--- config.mk ---
export PLATFORM = sky130hd
export DESIGN_NAME = txdma_chan
export DESIGN_NICKNAME = d
export VERILOG_FILES = /design/src/rtl/txdma_pkg.sv /design/src/rtl/txdma_keep.sv /design/src/rtl/txdma_regs.sv /design/src/rtl/txdma_engine.sv /design/src/rtl/txdma_chan.sv
export SDC_FILE = /design/constraint.sdc
export NUM_CORES = 1
export LEC_CHECK = 0
export CAP_MARGIN = 10
export CORE_MARGIN = 2
export CORE_UTILIZATION = 35
export CTS_BUF_LIST = sky130_fd_sc_hd__clkbuf_2 sky130_fd_sc_hd__clkbuf_4 sky130_fd_sc_hd__clkbuf_8
export CTS_CLUSTER_DIAMETER = 40
export DETAILED_ROUTE_END_ITERATION = 10
export DONT_BUFFER_PORTS = 1
export SETUP_SLACK_MARGIN = 0.02
export SKIP_CTS_REPAIR_TIMING = 1
export SLEW_MARGIN = 30
export SYNTH_ARGS = -nofsm -noshare
export SYNTH_HDL_FRONTEND = slang
export SYNTH_SLANG_ARGS = --single-unit
export TNS_END_PERCENT = 5
--- constraint.sdc ---
create_clock -name clk -period 2.6 [get_ports clk]
set_input_delay 0.13 -clock clk [delete_from_list [all_inputs] [get_ports clk]]
set_output_delay 0.13 -clock clk [all_outputs]
set_load 0.005 [all_outputs]
--- src/rtl/txdma_pkg.sv ---
package txdma_pkg;
   // register byte offsets
   localparam int          REG_AW   = 5;
   localparam logic [4:0]  OFS_CTL  = 5'h00;
   localparam logic [4:0]  OFS_STS  = 5'h04;
   localparam logic [4:0]  OFS_CUR  = 5'h08;
   localparam logic [4:0]  OFS_TAIL = 5'h10;

   // control and status bit positions
   localparam int CTL_RUN  = 0;
   localparam int CTL_SRST = 2;
   localparam int STS_HALT = 0;
   localparam int IRQ_LO   = 12;
   localparam int IRQ_W    = 3;

   // descriptor word indexes and control flags
   localparam int DW_NEXT = 0;
   localparam int DW_BUF  = 2;
   localparam int DW_CTL  = 6;
   localparam int DW_STS  = 7;
   localparam int CF_SOF  = 27;
   localparam int CF_EOF  = 26;

   typedef enum logic [2:0] {
      S_IDLE, S_NEXT, S_BUF, S_CTL, S_DATA, S_BEAT, S_WB
   } eng_state_t;
endpackage

--- src/rtl/txdma_keep.sv ---
module txdma_keep #(
   parameter int LEN_W = 23,
   parameter int BYTES = 4
) (
   input  logic [LEN_W-1:0] rem,
   output logic [BYTES-1:0] keep
);
   // byte lane b is valid when more than b bytes remain
   for (genvar b = 0; b < BYTES; b++) begin : g_lane
      assign keep[b] = rem > LEN_W'(b);
   end
endmodule

--- src/rtl/txdma_regs.sv ---
module txdma_regs
   import txdma_pkg::*;
#(
   parameter int ADDR_W     = 32,
   parameter int DATA_W     = 32,
   parameter int ALIGN_BITS = 7
) (
   input  logic              clk,
   input  logic              rst_n,
   input  logic              reg_wr,
   input  logic [REG_AW-1:0] reg_addr,
   input  logic [DATA_W-1:0] reg_wdata,
   output logic [DATA_W-1:0] reg_rdata,
   input  logic              eng_idle,
   input  logic              eng_done,
   input  logic              eng_eof,
   input  logic [ADDR_W-1:0] eng_next,
   output logic              start,
   output logic              abort,
   output logic [ADDR_W-1:0] cur_ptr,
   output logic              irq
);
   logic              run_q, srst_q, halted_q, cmp_q, pend_q;
   logic [IRQ_W-1:0]  ien_q;
   logic [ADDR_W-1:0] cur_q, tail_q, wptr;
   logic              wr_ctl, wr_sts, wr_cur, wr_tail, clr_all;
   logic              unused_wdata;

   assign wr_ctl  = reg_wr && (reg_addr == OFS_CTL);
   assign wr_sts  = reg_wr && (reg_addr == OFS_STS);
   assign wr_cur  = reg_wr && (reg_addr == OFS_CUR);
   assign wr_tail = reg_wr && (reg_addr == OFS_TAIL);
   assign wptr    = {reg_wdata[ADDR_W-1:ALIGN_BITS], {ALIGN_BITS{1'b0}}};
   assign clr_all = !rst_n || (srst_q && eng_idle);
   assign unused_wdata = ^reg_wdata;

   always_ff @(posedge clk) begin
      if (clr_all) begin
         run_q    <= 1'b0;
         srst_q   <= 1'b0;
         ien_q    <= '0;
         halted_q <= 1'b1;
         cmp_q    <= 1'b0;
         pend_q   <= 1'b0;
         cur_q    <= '0;
         tail_q   <= '0;
      end else begin
         if (wr_ctl) begin
            run_q  <= reg_wdata[CTL_RUN];
            srst_q <= reg_wdata[CTL_SRST];
            ien_q  <= reg_wdata[IRQ_LO +: IRQ_W];
         end
         if (wr_ctl && reg_wdata[CTL_RUN])
            halted_q <= 1'b0;
         else if (!run_q && eng_idle)
            halted_q <= 1'b1;
         if (eng_done && eng_eof)
            cmp_q <= 1'b1;
         else if (wr_sts && reg_wdata[IRQ_LO])
            cmp_q <= 1'b0;
         if (eng_done)
            cur_q <= eng_next;
         else if (wr_cur)
            cur_q <= wptr;
         if (wr_tail)
            tail_q <= wptr;
         if (wr_tail)
            pend_q <= 1'b1;
         else if (eng_done && (cur_q == tail_q))
            pend_q <= 1'b0;
      end
   end

   assign start   = run_q && pend_q && eng_idle && !srst_q;
   assign abort   = srst_q;
   assign cur_ptr = cur_q;
   assign irq     = cmp_q && ien_q[0];

   always_comb begin
      reg_rdata = '0;
      case (reg_addr)
         OFS_CTL: begin
            reg_rdata[CTL_RUN]           = run_q;
            reg_rdata[CTL_SRST]          = srst_q;
            reg_rdata[IRQ_LO +: IRQ_W]   = ien_q;
         end
         OFS_STS: begin
            reg_rdata[STS_HALT] = halted_q;
            reg_rdata[IRQ_LO]   = cmp_q;
         end
         OFS_CUR:  reg_rdata = cur_q;
         OFS_TAIL: reg_rdata = tail_q;
         default:  reg_rdata = '0;
      endcase
   end


   halt_idle_chk: assert property (@(posedge clk) disable iff (!rst_n)
      halted_q |-> eng_idle);

   stop_idle_chk: assert property (@(posedge clk) disable iff (!rst_n)
      (eng_idle && !run_q) |=> eng_idle);

   srst_clear_chk: assert property (@(posedge clk) disable iff (!rst_n)
      (srst_q && eng_idle) |=> !srst_q);

   irq_set_chk: assert property (@(posedge clk) disable iff (!rst_n)
      (eng_done && eng_eof) |=> cmp_q);
endmodule

--- src/rtl/txdma_engine.sv ---
module txdma_engine
   import txdma_pkg::*;
#(
   parameter int ADDR_W     = 32,
   parameter int DATA_W     = 32,
   parameter int LEN_W      = 23,
   parameter int ALIGN_BITS = 7
) (
   input  logic                clk,
   input  logic                rst_n,
   input  logic                abort,
   input  logic                start,
   input  logic [ADDR_W-1:0]   base_in,
   output logic                idle,
   output logic                done,
   output logic                eof_out,
   output logic [ADDR_W-1:0]   next_ptr,
   output logic                mem_req,
   output logic                mem_we,
   output logic [ADDR_W-1:0]   mem_addr,
   output logic [DATA_W-1:0]   mem_wdata,
   input  logic                mem_ack,
   input  logic [DATA_W-1:0]   mem_rdata,
   output logic                m_tvalid,
   input  logic                m_tready,
   output logic [DATA_W-1:0]   m_tdata,
   output logic [DATA_W/8-1:0] m_tkeep,
   output logic                m_tlast,
   output logic                m_tuser
);
   localparam int BYTES = DATA_W / 8;
   localparam int WB    = 4 * (DATA_W / 32);

   eng_state_t        st_q;
   logic [ADDR_W-1:0] base_q, next_q, ptr_q;
   logic [LEN_W-1:0]  len_q, rem_q;
   logic              sof_q, eof_q, first_q, last_beat;
   logic [DATA_W-1:0] word_q;
   logic              unused_rdata;

   assign last_beat    = rem_q <= LEN_W'(BYTES);
   assign unused_rdata = ^mem_rdata;

   always_ff @(posedge clk) begin
      if (!rst_n) begin
         st_q    <= S_IDLE;
         base_q  <= '0;
         next_q  <= '0;
         ptr_q   <= '0;
         len_q   <= '0;
         rem_q   <= '0;
         sof_q   <= 1'b0;
         eof_q   <= 1'b0;
         first_q <= 1'b0;
         word_q  <= '0;
      end else if (abort) begin
         st_q <= S_IDLE;
      end else begin
         case (st_q)
            S_IDLE: if (start) begin
               base_q <= base_in;
               st_q   <= S_NEXT;
            end
            S_NEXT: if (mem_ack) begin
               next_q <= {mem_rdata[ADDR_W-1:ALIGN_BITS], {ALIGN_BITS{1'b0}}};
               st_q   <= S_BUF;
            end
            S_BUF: if (mem_ack) begin
               ptr_q <= mem_rdata;
               st_q  <= S_CTL;
            end
            S_CTL: if (mem_ack) begin
               len_q   <= mem_rdata[LEN_W-1:0];
               rem_q   <= mem_rdata[LEN_W-1:0];
               sof_q   <= mem_rdata[CF_SOF];
               eof_q   <= mem_rdata[CF_EOF];
               first_q <= 1'b1;
               st_q    <= (mem_rdata[LEN_W-1:0] == '0) ? S_WB : S_DATA;
            end
            S_DATA: if (mem_ack) begin
               word_q <= mem_rdata;
               st_q   <= S_BEAT;
            end
            S_BEAT: if (m_tready) begin
               first_q <= 1'b0;
               ptr_q   <= ptr_q + ADDR_W'(BYTES);
               rem_q   <= last_beat ? '0 : rem_q - LEN_W'(BYTES);
               st_q    <= last_beat ? S_WB : S_DATA;
            end
            S_WB: if (mem_ack) st_q <= S_IDLE;
            default: st_q <= S_IDLE;
         endcase
      end
   end

   always_comb begin
      mem_req  = 1'b1;
      mem_addr = '0;
      case (st_q)
         S_NEXT:  mem_addr = base_q + ADDR_W'(WB * DW_NEXT);
         S_BUF:   mem_addr = base_q + ADDR_W'(WB * DW_BUF);
         S_CTL:   mem_addr = base_q + ADDR_W'(WB * DW_CTL);
         S_DATA:  mem_addr = ptr_q;
         S_WB:    mem_addr = base_q + ADDR_W'(WB * DW_STS);
         default: mem_req  = 1'b0;
      endcase
   end

   assign mem_we    = (st_q == S_WB);
   assign mem_wdata = {1'b1, {(DATA_W-1-LEN_W){1'b0}}, len_q};
   assign idle      = (st_q == S_IDLE);
   assign done      = (st_q == S_WB) && mem_ack;
   assign eof_out   = eof_q;
   assign next_ptr  = next_q;
   assign m_tvalid  = (st_q == S_BEAT);
   assign m_tdata   = word_q;
   assign m_tlast   = m_tvalid && last_beat && eof_q;
   assign m_tuser   = m_tvalid && first_q && sof_q;

   txdma_keep #(.LEN_W(LEN_W), .BYTES(BYTES)) u_keep (
      .rem  (rem_q),
      .keep (m_tkeep)
   );


   mem_hold_chk: assert property (@(posedge clk) disable iff (!rst_n || abort)
      (mem_req && !mem_ack) |=> (mem_req && $stable(mem_addr) && $stable(mem_we)));

   stream_hold_chk: assert property (@(posedge clk) disable iff (!rst_n || abort)
      (m_tvalid && !m_tready) |=> (m_tvalid && $stable(m_tdata) && $stable(m_tkeep)
                                   && $stable(m_tlast)));

   keep_lane0_chk: assert property (@(posedge clk) disable iff (!rst_n)
      m_tvalid |-> m_tkeep[0]);
endmodule

--- src/rtl/txdma_chan.sv ---
module txdma_chan
   import txdma_pkg::*;
#(
   parameter int ADDR_W     = 32,
   parameter int DATA_W     = 32,
   parameter int LEN_W      = 23,
   parameter int ALIGN_BITS = 7
) (
   input  logic                clk,
   input  logic                rst_n,
   input  logic                reg_wr,
   input  logic [REG_AW-1:0]   reg_addr,
   input  logic [DATA_W-1:0]   reg_wdata,
   output logic [DATA_W-1:0]   reg_rdata,
   output logic                mem_req,
   output logic                mem_we,
   output logic [ADDR_W-1:0]   mem_addr,
   output logic [DATA_W-1:0]   mem_wdata,
   input  logic                mem_ack,
   input  logic [DATA_W-1:0]   mem_rdata,
   output logic                m_tvalid,
   input  logic                m_tready,
   output logic [DATA_W-1:0]   m_tdata,
   output logic [DATA_W/8-1:0] m_tkeep,
   output logic                m_tlast,
   output logic                m_tuser
   ,output logic               irq
);
   if (DATA_W != 32 || ADDR_W != DATA_W) begin : g_bad_width
      $error("txdma_chan: word and address width must both be 32");
   end
   if (LEN_W < 1 || LEN_W > CF_EOF) begin : g_bad_len
      $error("txdma_chan: length field overlaps frame flags");
   end
   if (ALIGN_BITS < 3 || ALIGN_BITS >= ADDR_W) begin : g_bad_align
      $error("txdma_chan: descriptor alignment out of range");
   end

   logic              eng_idle, eng_done, eng_eof, start, abort;
   logic [ADDR_W-1:0] eng_next, cur_ptr;

   txdma_regs #(.ADDR_W(ADDR_W), .DATA_W(DATA_W), .ALIGN_BITS(ALIGN_BITS)) u_regs (
      .clk, .rst_n, .reg_wr, .reg_addr, .reg_wdata, .reg_rdata,
      .eng_idle, .eng_done, .eng_eof, .eng_next,
      .start, .abort, .cur_ptr, .irq
   );

   txdma_engine #(.ADDR_W(ADDR_W), .DATA_W(DATA_W), .LEN_W(LEN_W),
                  .ALIGN_BITS(ALIGN_BITS)) u_eng (
      .clk, .rst_n, .abort, .start,
      .base_in  (cur_ptr),
      .idle     (eng_idle),
      .done     (eng_done),
      .eof_out  (eng_eof),
      .next_ptr (eng_next),
      .mem_req, .mem_we, .mem_addr, .mem_wdata, .mem_ack, .mem_rdata,
      .m_tvalid, .m_tready, .m_tdata, .m_tkeep, .m_tlast, .m_tuser
   );
endmodule

# After elaboration in Yosys (flattened, before gate mapping)
# Index checks and enable logic that the tools add are counted.
[word_totals] output_inout_bits=138 latch_bits=0 word_cells=125 n_memories=0 romBits=0 input_bits=74 ramBits=0 register_bits=238
[classes] n_addsub=5 n_reduce_logical=41 n_mux=37 div=0 order_cmp=5 n_mul=0 shifts=0 eq_ne=17 n_bitwise=2
[op_table] cell="32-bit one-hot mux with 5 select lines" n=1
[op_table] cell="32-bit two-way mux" n=4
[op_table] cell="23-bit two-way mux" n=3
[op_table] cell="32-bit by 5-bit adder with 32-bit output (second input constant)" n=2
[op_table] cell="32-bit one-hot mux with 2 select lines" n=1
[op_table] cell="23-bit by 1-bit greater-than comparator with 1-bit output (second input constant)" n=2
[op_table] cell="23-bit by 2-bit greater-than comparator with 1-bit output (second input constant)" n=2
[op_table] cell="23-bit one-hot mux with 2 select lines" n=1
[op_table] cell="17-bit one-hot mux with 2 select lines" n=1
[op_table] cell="32-bit by 3-bit adder with 32-bit output (second input constant)" n=1
[op_table] cell="32-bit by 4-bit adder with 32-bit output (second input constant)" n=1
[op_table] cell="32-bit == test" n=1
[op_table] cell="23-bit by 3-bit less-or-equal comparator with 1-bit output (second input constant)" n=1
[op_table] cell="23-bit logical NOT" n=1
[op_table] cell="23-bit by 3-bit subtractor with 23-bit output (second input constant)" n=1
[op_table] cell="3-bit two-way mux" n=7
[op_table] cell="3-bit one-hot mux with 7 select lines" n=1
[op_table] cell="1-bit logical AND" n=19
[op_table] cell="9-bit one-hot mux with 2 select lines" n=1
[op_table] cell="2-bit inequality test (second input constant)" n=6
[op_table] cell="3-bit AND reduction" n=4
[op_table] cell="2-bit nonzero test" n=6
[op_table] cell="1-bit two-way mux" n=10
[op_table] cell="3-bit == test (second input constant)" n=3
[op_table] cell="20 further kinds" n=27

# Depth between registers and ports, before layout
# Gate-level depths: netlist of run 1.
[logic_depth] word_depth=5 ltp_mapped=9 ltp_nobuf=6

# Hierarchy
# Synthesis of run 1 repeated with hierarchy kept, for this count alone.
[unflattened] cells_unflattened=1717 area_unflattened_um2=13056.3
[modules_own_cells] mod="txdma_engine" n_inst=1 seq_area_each_um2=3463.3 cells_each=1332 area_each_um2=9628.0
[modules_own_cells] mod="txdma_regs" n_inst=1 seq_area_each_um2=1301.2 cells_each=372 area_each_um2=3339.5
[modules_own_cells] mod="txdma_keep" n_inst=1 seq_area_each_um2=0.0 cells_each=13 area_each_um2=88.8

# Worst setup path before layout of run 1
# Ideal clock, no wire load.
[synth_timing] path_kind="register to register" from="reg u_eng.rem_q[9]" to="reg u_eng.rem_q[21]" t_arrival_ns=2.215 path_buffers=1 slack_ns=0.263 path_stages_with_launch=7 synth_period_minus_slack_ns=2.337 setup_time_ns=0.121 required_time_ns=2.479 cell_sequence="dfxtp_1 or4_1 buf_2 or4_4 or4_4 a41oi_2 o21ai_1"
[synth_between] elab_chain_cells=4 word_cells_on_any_way=5 classes_between="1 x add/sub; 1 x order compare; 3 x mux"
[synth_lines] element="from (decl)" line="txdma_engine.sv:36" rtl="logic [LEN_W-1:0] len_q, rem_q;"
[synth_lines] element="from (signal assigned)" line="txdma_engine.sv:74" rtl="rem_q <= mem_rdata[LEN_W-1:0];"
[synth_lines] element="from (signal assigned)" line="txdma_engine.sv:87" rtl="rem_q <= last_beat ? '0 : rem_q - LEN_W'(BYTES);"
[synth_lines] element="23-bit by 3-bit subtractor with 23-bit output / 23-bit by 3-bit less-or-equal comparator with 1-bit output (equally long branches)" line="txdma_engine.sv:87, txdma_engine.sv:41"
[synth_lines] element="23-bit two-way mux *" line="txdma_engine.sv:87"
[synth_lines] element="23-bit two-way mux *" line="txdma_engine.sv:84" rtl="S_BEAT: if (m_tready) begin"
[synth_lines] element="23-bit one-hot mux with 2 select lines *" line="txdma_engine.sv:59" rtl="case (st_q)"
# Mark *: on every way between the ends. The rest lies on a longest branch, timed or not. The select of a mux whose other input is x is not followed.
# A chain may end at the register's enable or synchronous reset.

# Worst setup path after layout of run 1
[layout_timing] from="reg u_eng.rem_q[9]" to="out m_tkeep[0]"
[layout_between] elab_chain_cells=1
[layout_lines] element="23-bit by 1-bit greater-than comparator with 1-bit output" line="txdma_keep.sv:10" rtl="assign keep[b] = rem > LEN_W'(b);"
[layout_lines] element="to (decl)" line="txdma_chan.sv:24" rtl="output logic [DATA_W/8-1:0] m_tkeep,"
# Every way passes these cells.

==> results of run 1 <==
stage by stage:
stage | setup WS [ns] | instances | instance area, um^2 | hold slack [ns] | total power, mW
after CTS | -0.134 | 1780 | 12100 | -0.311 | 7.55
after global placement | 0.231 | 1706 | 11200 | 0.268 | 3.68
after detailed placement | 0.255 | 1706 | 11200 | 0.270 | 3.69
final | 0.0873 | 1863 | 13000 | -0.0570 | 7.68
after floorplan | 0.263 | 1396 | 10800 | 0.266 | 3.67
after global routing | 0.00518 | 1861 | 13000 | 0.00809 | 7.89
path summary, 6_finish.rpt:
kind,from,to,cells after the start
worst min-delay path,mem_ack,u_eng.st_q[0],4
worst max-delay path,u_eng.rem_q[9],m_tkeep[0],7
worst max register to register,u_eng.st_q[0],u_regs.abort,6
worst min register to register,u_eng.next_ptr[12],u_eng.next_ptr[12],2
logic make-up after synthesis:
| group | synth area share (%) |
|---|---|
| AOI/OAI and AO/OA | 23.9 |
| xor gates and xnor gates | 2.03 |
| adders and majority gates | 0.349 |
| buffers and inverters | 5.21 |
| DFF | 41.6 |
| muxes | 2.71 |
| other | 0.0697 |
| and+or+nand+nor | 24.1 |
routing by layer:
layer	up-vias	part of all wire [%]
met4	0	3.7
li1	5061	-
met3	87	8.4
met5	-	0
met1	5143	41
met2	477	47
cell type report:
class                           count  area share [%]
Sequential cell                   224            34.5
Tap cell                          396            3.81
Multi-Input combinational cell   1038            45.0
Inverter                           11           0.337
Antenna cell                        2          0.0385
Clock inverter                      8            1.02
Clock buffer                       66            6.46
Timing Repair Buffer              118            8.82
registers in the layout, summed over array words and instances, names as in the netlist, 23 cells and up:
signal          cells
u_eng.m_tdata      32
u_eng.ptr_q        32
u_eng.base_q       25
u_eng.next_ptr     25
u_regs.cur_ptr     25
u_regs.tail_q      25
u_eng.len_q        23
u_eng.rem_q        23
where the power goes:
| group | internal [mW] | switching (mW) | total [mW] | leakage (nW) |
|---|---|---|---|---|
| Sequential | 3.44 | 0.0109 | 3.45 | 1.81 |
| Clock | 2.35 | 1.54 | 3.89 | 0.507 |
| Combinational | 0.124 | 0.214 | 0.338 | 2.47 |
| Total | 5.92 | 1.76 | 7.68 | 4.78 |
cell usage in the layout (no fill, tap or decap), types with 6 or more instances in the layout:
master	netlist	routed
mux2i_1	28	28
nand4_1	10	10
a21oi_1	181	179
nor3_1	23	22
conb_1	2	14
clkbuf_4	0	11
a22oi_1	6	6
a32oi_1	6	6
nor4_1	22	20
dfxtp_1	224	222
nand2_1	309	308
inv_1	10	10
and2_1	11	11
a31oi_1	17	17
and3_1	16	16
o21ai_0	38	38
nor2_1	76	74
a211oi_1	31	31
xor2_1	25	25
and4_1	8	8
buf_4	14	34
o22ai_1	6	6
or3_1	7	7
a22o_1	49	49
clkbuf_8	0	55
dlygate4sd3_1	0	79
nand3_1	55	55
worst min-delay path, delay by kind of cell:
family | cells | cell delay (ns)
and+or+nand+nor | 1 | 0.08
AOI/OAI and AO/OA | 3 | 0.25
==> impl_metrics.toml, run 1 <==
[critical_path]
cp.buffers_inverters = 2
cp_data_arrival_time_ns = 2.38
rrSetupSlack_ns = 0.18
max_stage_delay_ns = 0.54
endpoint_kind = "output port"
cp_max_fo = 8
crit_type = "register to output port"
crit_path_cell_trace = "or4_4, buf_4, nor4_4, buf_4, nand2_1, nor2_2, nand2_1"
worstPathRequired_ns = 2.47
critPathSlowestCell = "or4_4"
critPathTopFamily = "simple AND/OR/NAND/NOR gates"
cp-start-kind = "register"

[detailed_routing]
ant_nets = 0
viasPerCell = 5.78
vias = 10800
drt_iter0_drc = 992
wl_um = 39700
drc_errors = 0
wl_per_cell_um = 21.3
drtPass1Iterations = 5

[grt]
grt_overflow_total = 0
grt_max_degree = 62
grt_use_met2_pct = 35.0
met1_usage_pct = 27.9
grt.busiest_layer = "met2"
antenna_found_initial = 2
grt_pass1_wl_um = 57300
gr-usage-all-layers_pct = 22.2
grt_pass1_vias = 9800
grtUsageMet3_pct = 6.97

[yosys]
synth_cells = 1384
synth_edf_count = 0
yosys.area.top_type = "dfxtp_1"
synth_seq_cells = 224
ys_seq_area_share_pct = 41.6
ys_warn_count = 0
synthArstFlopShare_pct = 0
synthesis.area_um2 = 10800
synth_commonest_cells = "nand2_1 (309), dfxtp_1 (224), a21oi_1 (181), clkbuf_1 (96), nor2_1 (76)"
synth.area.top_cells = "dfxtp_1 (42%), nand2_1 (11%), a21oi_1 (8.4%), a22o_1 (4.0%), clkbuf_1 (3.3%)"
ys_types = 72
avgSynthCellArea_um2 = 7.78
synth_flop_cell = "dfxtp_1"
yosysTopAreaCellShare_pct = 41.6
yosysMostFrequentCell = "nand2_1"

[cts]
htree_levels = 2
root_buffer = "clkbuf_8"
insertion_delay_ns = 0.55
cts_made_buffers = 41
max-clock-path-buffers = 3
tritoncts = "done"
clock_sinks = 224
clk_pin_slew_ns = 0.06

[place]
portBuffers = 0
gp_congestion = 0.884
detailed_place_hpwl_um = 26100

[sta]
rsz0062_at_grt = "true"
fin_setup_tns_ns = 0
setup_viol = 0
holdWs_ns = -0.0570
fin_crit_sh_pct = 96.6
max_freq_ghz = 0.398
finalHoldViolCount = 4
relSlewSlack_pct = 42.6
min_period_ns = 2.51
worstMarginPinSlew_ns = 0.861
drv_slew = 0
skew_ns = 0.0294

[floorplanning]
boundaryPins = 212
start_util_pct = 35.4
die_area_um2 = 32200
die_w_um = 179
die_h_um = 179
rows = 64
core-area_um2 = 30400

[finish]
fillers = 3036
area_growth_pct = 20.7
final_core_utilization_pct = 42.7
multi_input_area_um2 = 5840
regArea_um2 = 4490
fin_nets = 1511
drive_above_1_share_pct = 9.90

[min_path]
hold_class = "input port to register"

[power]
ir_worst_vdd_mv = 0.388
power_leakage_nw = 4.78
powerDensity_nw_per_um2 = 591

[flow_run]
max_cap_violations = 0

[run_status]
outcome = "finished with violations"
violations = "negative hold slack"
No activity file was read; power rests on OpenSTA's default activity.
==> run 2, diff against run 1 <==
--- a/config.mk
+++ b/config.mk
@@ -5,7 +5,7 @@
 export SDC_FILE = /design/constraint.sdc
 export NUM_CORES = 1
 export LEC_CHECK = 0
-export CAP_MARGIN = 10
+export ABC_AREA = 1
 export CORE_MARGIN = 2
 export CORE_UTILIZATION = 35
 export CTS_BUF_LIST = sky130_fd_sc_hd__clkbuf_2 sky130_fd_sc_hd__clkbuf_4 sky130_fd_sc_hd__clkbuf_8
==> impl_metrics.toml, run 2 <==
[yosys]
synthesis.area_um2 = 11300
ys_seq_area_share_pct = 39.8
synth.area.top_cells = "dfxtp_1 (40%), nand2_1 (12%), nor2_1 (11%), o21ai_0 (10%), a21oi_1 (7.1%)"
synth_cells = 1729
synth_flop_cell = "dfxtp_1"
synth_seq_cells = 224
synth_edf_count = 0
synth_commonest_cells = "nand2_1 (360), nor2_1 (331), o21ai_0 (233), dfxtp_1 (224), a21oi_1 (159)"
yosysTopAreaCellShare_pct = 39.8
ys_warn_count = 0
synthArstFlopShare_pct = 0
ys_types = 43
avgSynthCellArea_um2 = 6.52
yosys.area.top_type = "dfxtp_1"
yosysMostFrequentCell = "nand2_1"

[grt]
grt_pass1_vias = 10400
grt_max_degree = 149
grt_pass1_wl_um = 61800
antenna_found_initial = 4
gr-usage-all-layers_pct = 24.0
grt_overflow_total = 0

[detailed_routing]
drt_iter0_drc = 1183
drc_errors = 0
wl_per_cell_um = 19.5
drtPass1Iterations = 5
wl_um = 43100
viasPerCell = 5.34
vias = 11800
ant_nets = 0

[finish]
layout_common_cells = "nand2_1 (360), nor2_1 (330), o21ai_0 (230)"
area_growth_pct = 17.4
fin_nets = 1858
mostFrequentLayoutCell = "nand2_1"
fillers = 3310
fin_area_um2 = 13200
drive_above_1_share_pct = 6.96

[sta]
fin_crit_sh_pct = 98.7
worstMarginPinSlew_ns = 0.904
finalHoldViolCount = 1
setup_viol = 0
min_period_ns = 2.57
relSlewSlack_pct = 39.6
holdWs_ns = -0.0179
max_freq_ghz = 0.390
skew_ns = 0.0189
rsz0062_at_grt = "true"
drv_slew = 0

[critical_path]
critPathTopFamily = "buffers and inverters"
cp_data_arrival_time_ns = 2.44
critPathSlowestCell = "dfxtp_1"
max_stage_delay_ns = 0.53
cp_max_fo = 15
endpoint_kind = "output port"
cp.buffers_inverters = 2
rrSetupSlack_ns = 0.23
worstPathRequired_ns = 2.47
cp-start-kind = "register"
crit_path_cell_trace = "nand2_2, nor2_4, inv_1, buf_4, o21ai_0"
crit_type = "register to output port"

[floorplanning]
die_w_um = 183
core-area_um2 = 31600
boundaryPins = 212
die_h_um = 183
rows = 65
start_util_pct = 35.6
die_area_um2 = 33600

[place]
portBuffers = 0
gp_congestion = 0.905
place_area_um2 = 11500
detailed_place_hpwl_um = 29000

[run_status]
outcome = "finished with violations"
violations = "negative hold slack"

[power]
powerDensity_nw_per_um2 = 592
ir_worst_vdd_mv = 0.340
power_leakage_nw = 5.50

[cts]
clock_sinks = 224
max-clock-path-buffers = 3
cts_made_buffers = 43
htree_levels = 2
insertion_delay_ns = 0.55
clk_pin_slew_ns = 0.06
tritoncts = "done"
root_buffer = "clkbuf_8"

[flow_run]
max_cap_violations = 0

[min_path]
hold_class = "input port to register"
run 2: changes by cell type in the layout (fill, tap and decap cells not counted), moves of 26 or more:
cell	previous run	this run
mux2i_1	28	0
nor2_1	74	330
a211oi_1	31	5
nand2_1	308	360
a22o_1	49	1
inv_1	10	143
o21ai_0	38	230
run 2: layer usage:
metal / wire [um] / up-vias / track usage [%]
li1: - / 5673 / -
met1: 18700 / 5479 / 32.0
met2: 19200 / 576 / 37.5
met3: 3880 / 87 / 6.93
met4: 1260 / 4 / 7.30
met5: 27 / - / 0
run 2: tightest hold or removal path, cell delays in order:
cell	delay, ns
inv_1	0.05
nor2_1	0.08
nand2_1	0.09
o21ai_0	0.08
nand2_1	0.06
run 2: path summary, 6_finish.rpt:
kind	depth (start not counted)	startpoint	endpoint
worst min register to register	2	u_eng.first_q	u_eng.first_q
worst min-delay path	5	reg_wr	u_regs.halted_q
worst max register to register	8	u_eng.st_q[1]	u_regs.ien_q[2]
worst max-delay path	5	u_eng.st_q[2]	mem_addr[8]
run 2: cell type report:
cell class,instances,area [um^2],share of cell area [%]
Timing Repair Buffer,93,901,6.81
Clock buffer,63,805,6.08
Antenna cell,1,2.50,0.0189
Multi-Input combinational cell,1267,5780,43.7
Clock inverter,12,175,1.32
Tap cell,402,503,3.80
Inverter,152,571,4.31
Sequential cell,224,4480,33.9
run 2: through the flow:
stage	TNS (ns)	utilization, %	power, mW	std cells	setup WS (ns)
2_1_floorplan	0	-	3.69	1741	1.06
3_3_place_gp	0	36.5	3.71	2069	0.506
3_5_place_dp	0	36.5	3.72	2069	0.495
4_1_cts	-0.00907	39.6	7.70	2144	-0.00907
5_1_grt	-0.0785	41.8	8.07	2214	-0.0471
6_report	0	41.8	7.83	2214	0.0346
run 2: cells by family after synthesis:
kind of cell,Yosys count,share of synthesized area (%)
flip-flops,224,39.8
adder cells (fa/ha/maj),3,0.333
buffers and inverters,250,9.30
other,2,0.0666
AO/OA/AOI/OAI,441,20.6
AND/OR/NAND/NOR,783,27.9
XOR/XNOR,26,2.02
run 2: report_power, final:
group,switching [mW],internal [mW]
Combinational,0.238,0.123
Sequential,0.00853,3.45
Clock,1.62,2.39
Total,1.87,5.96
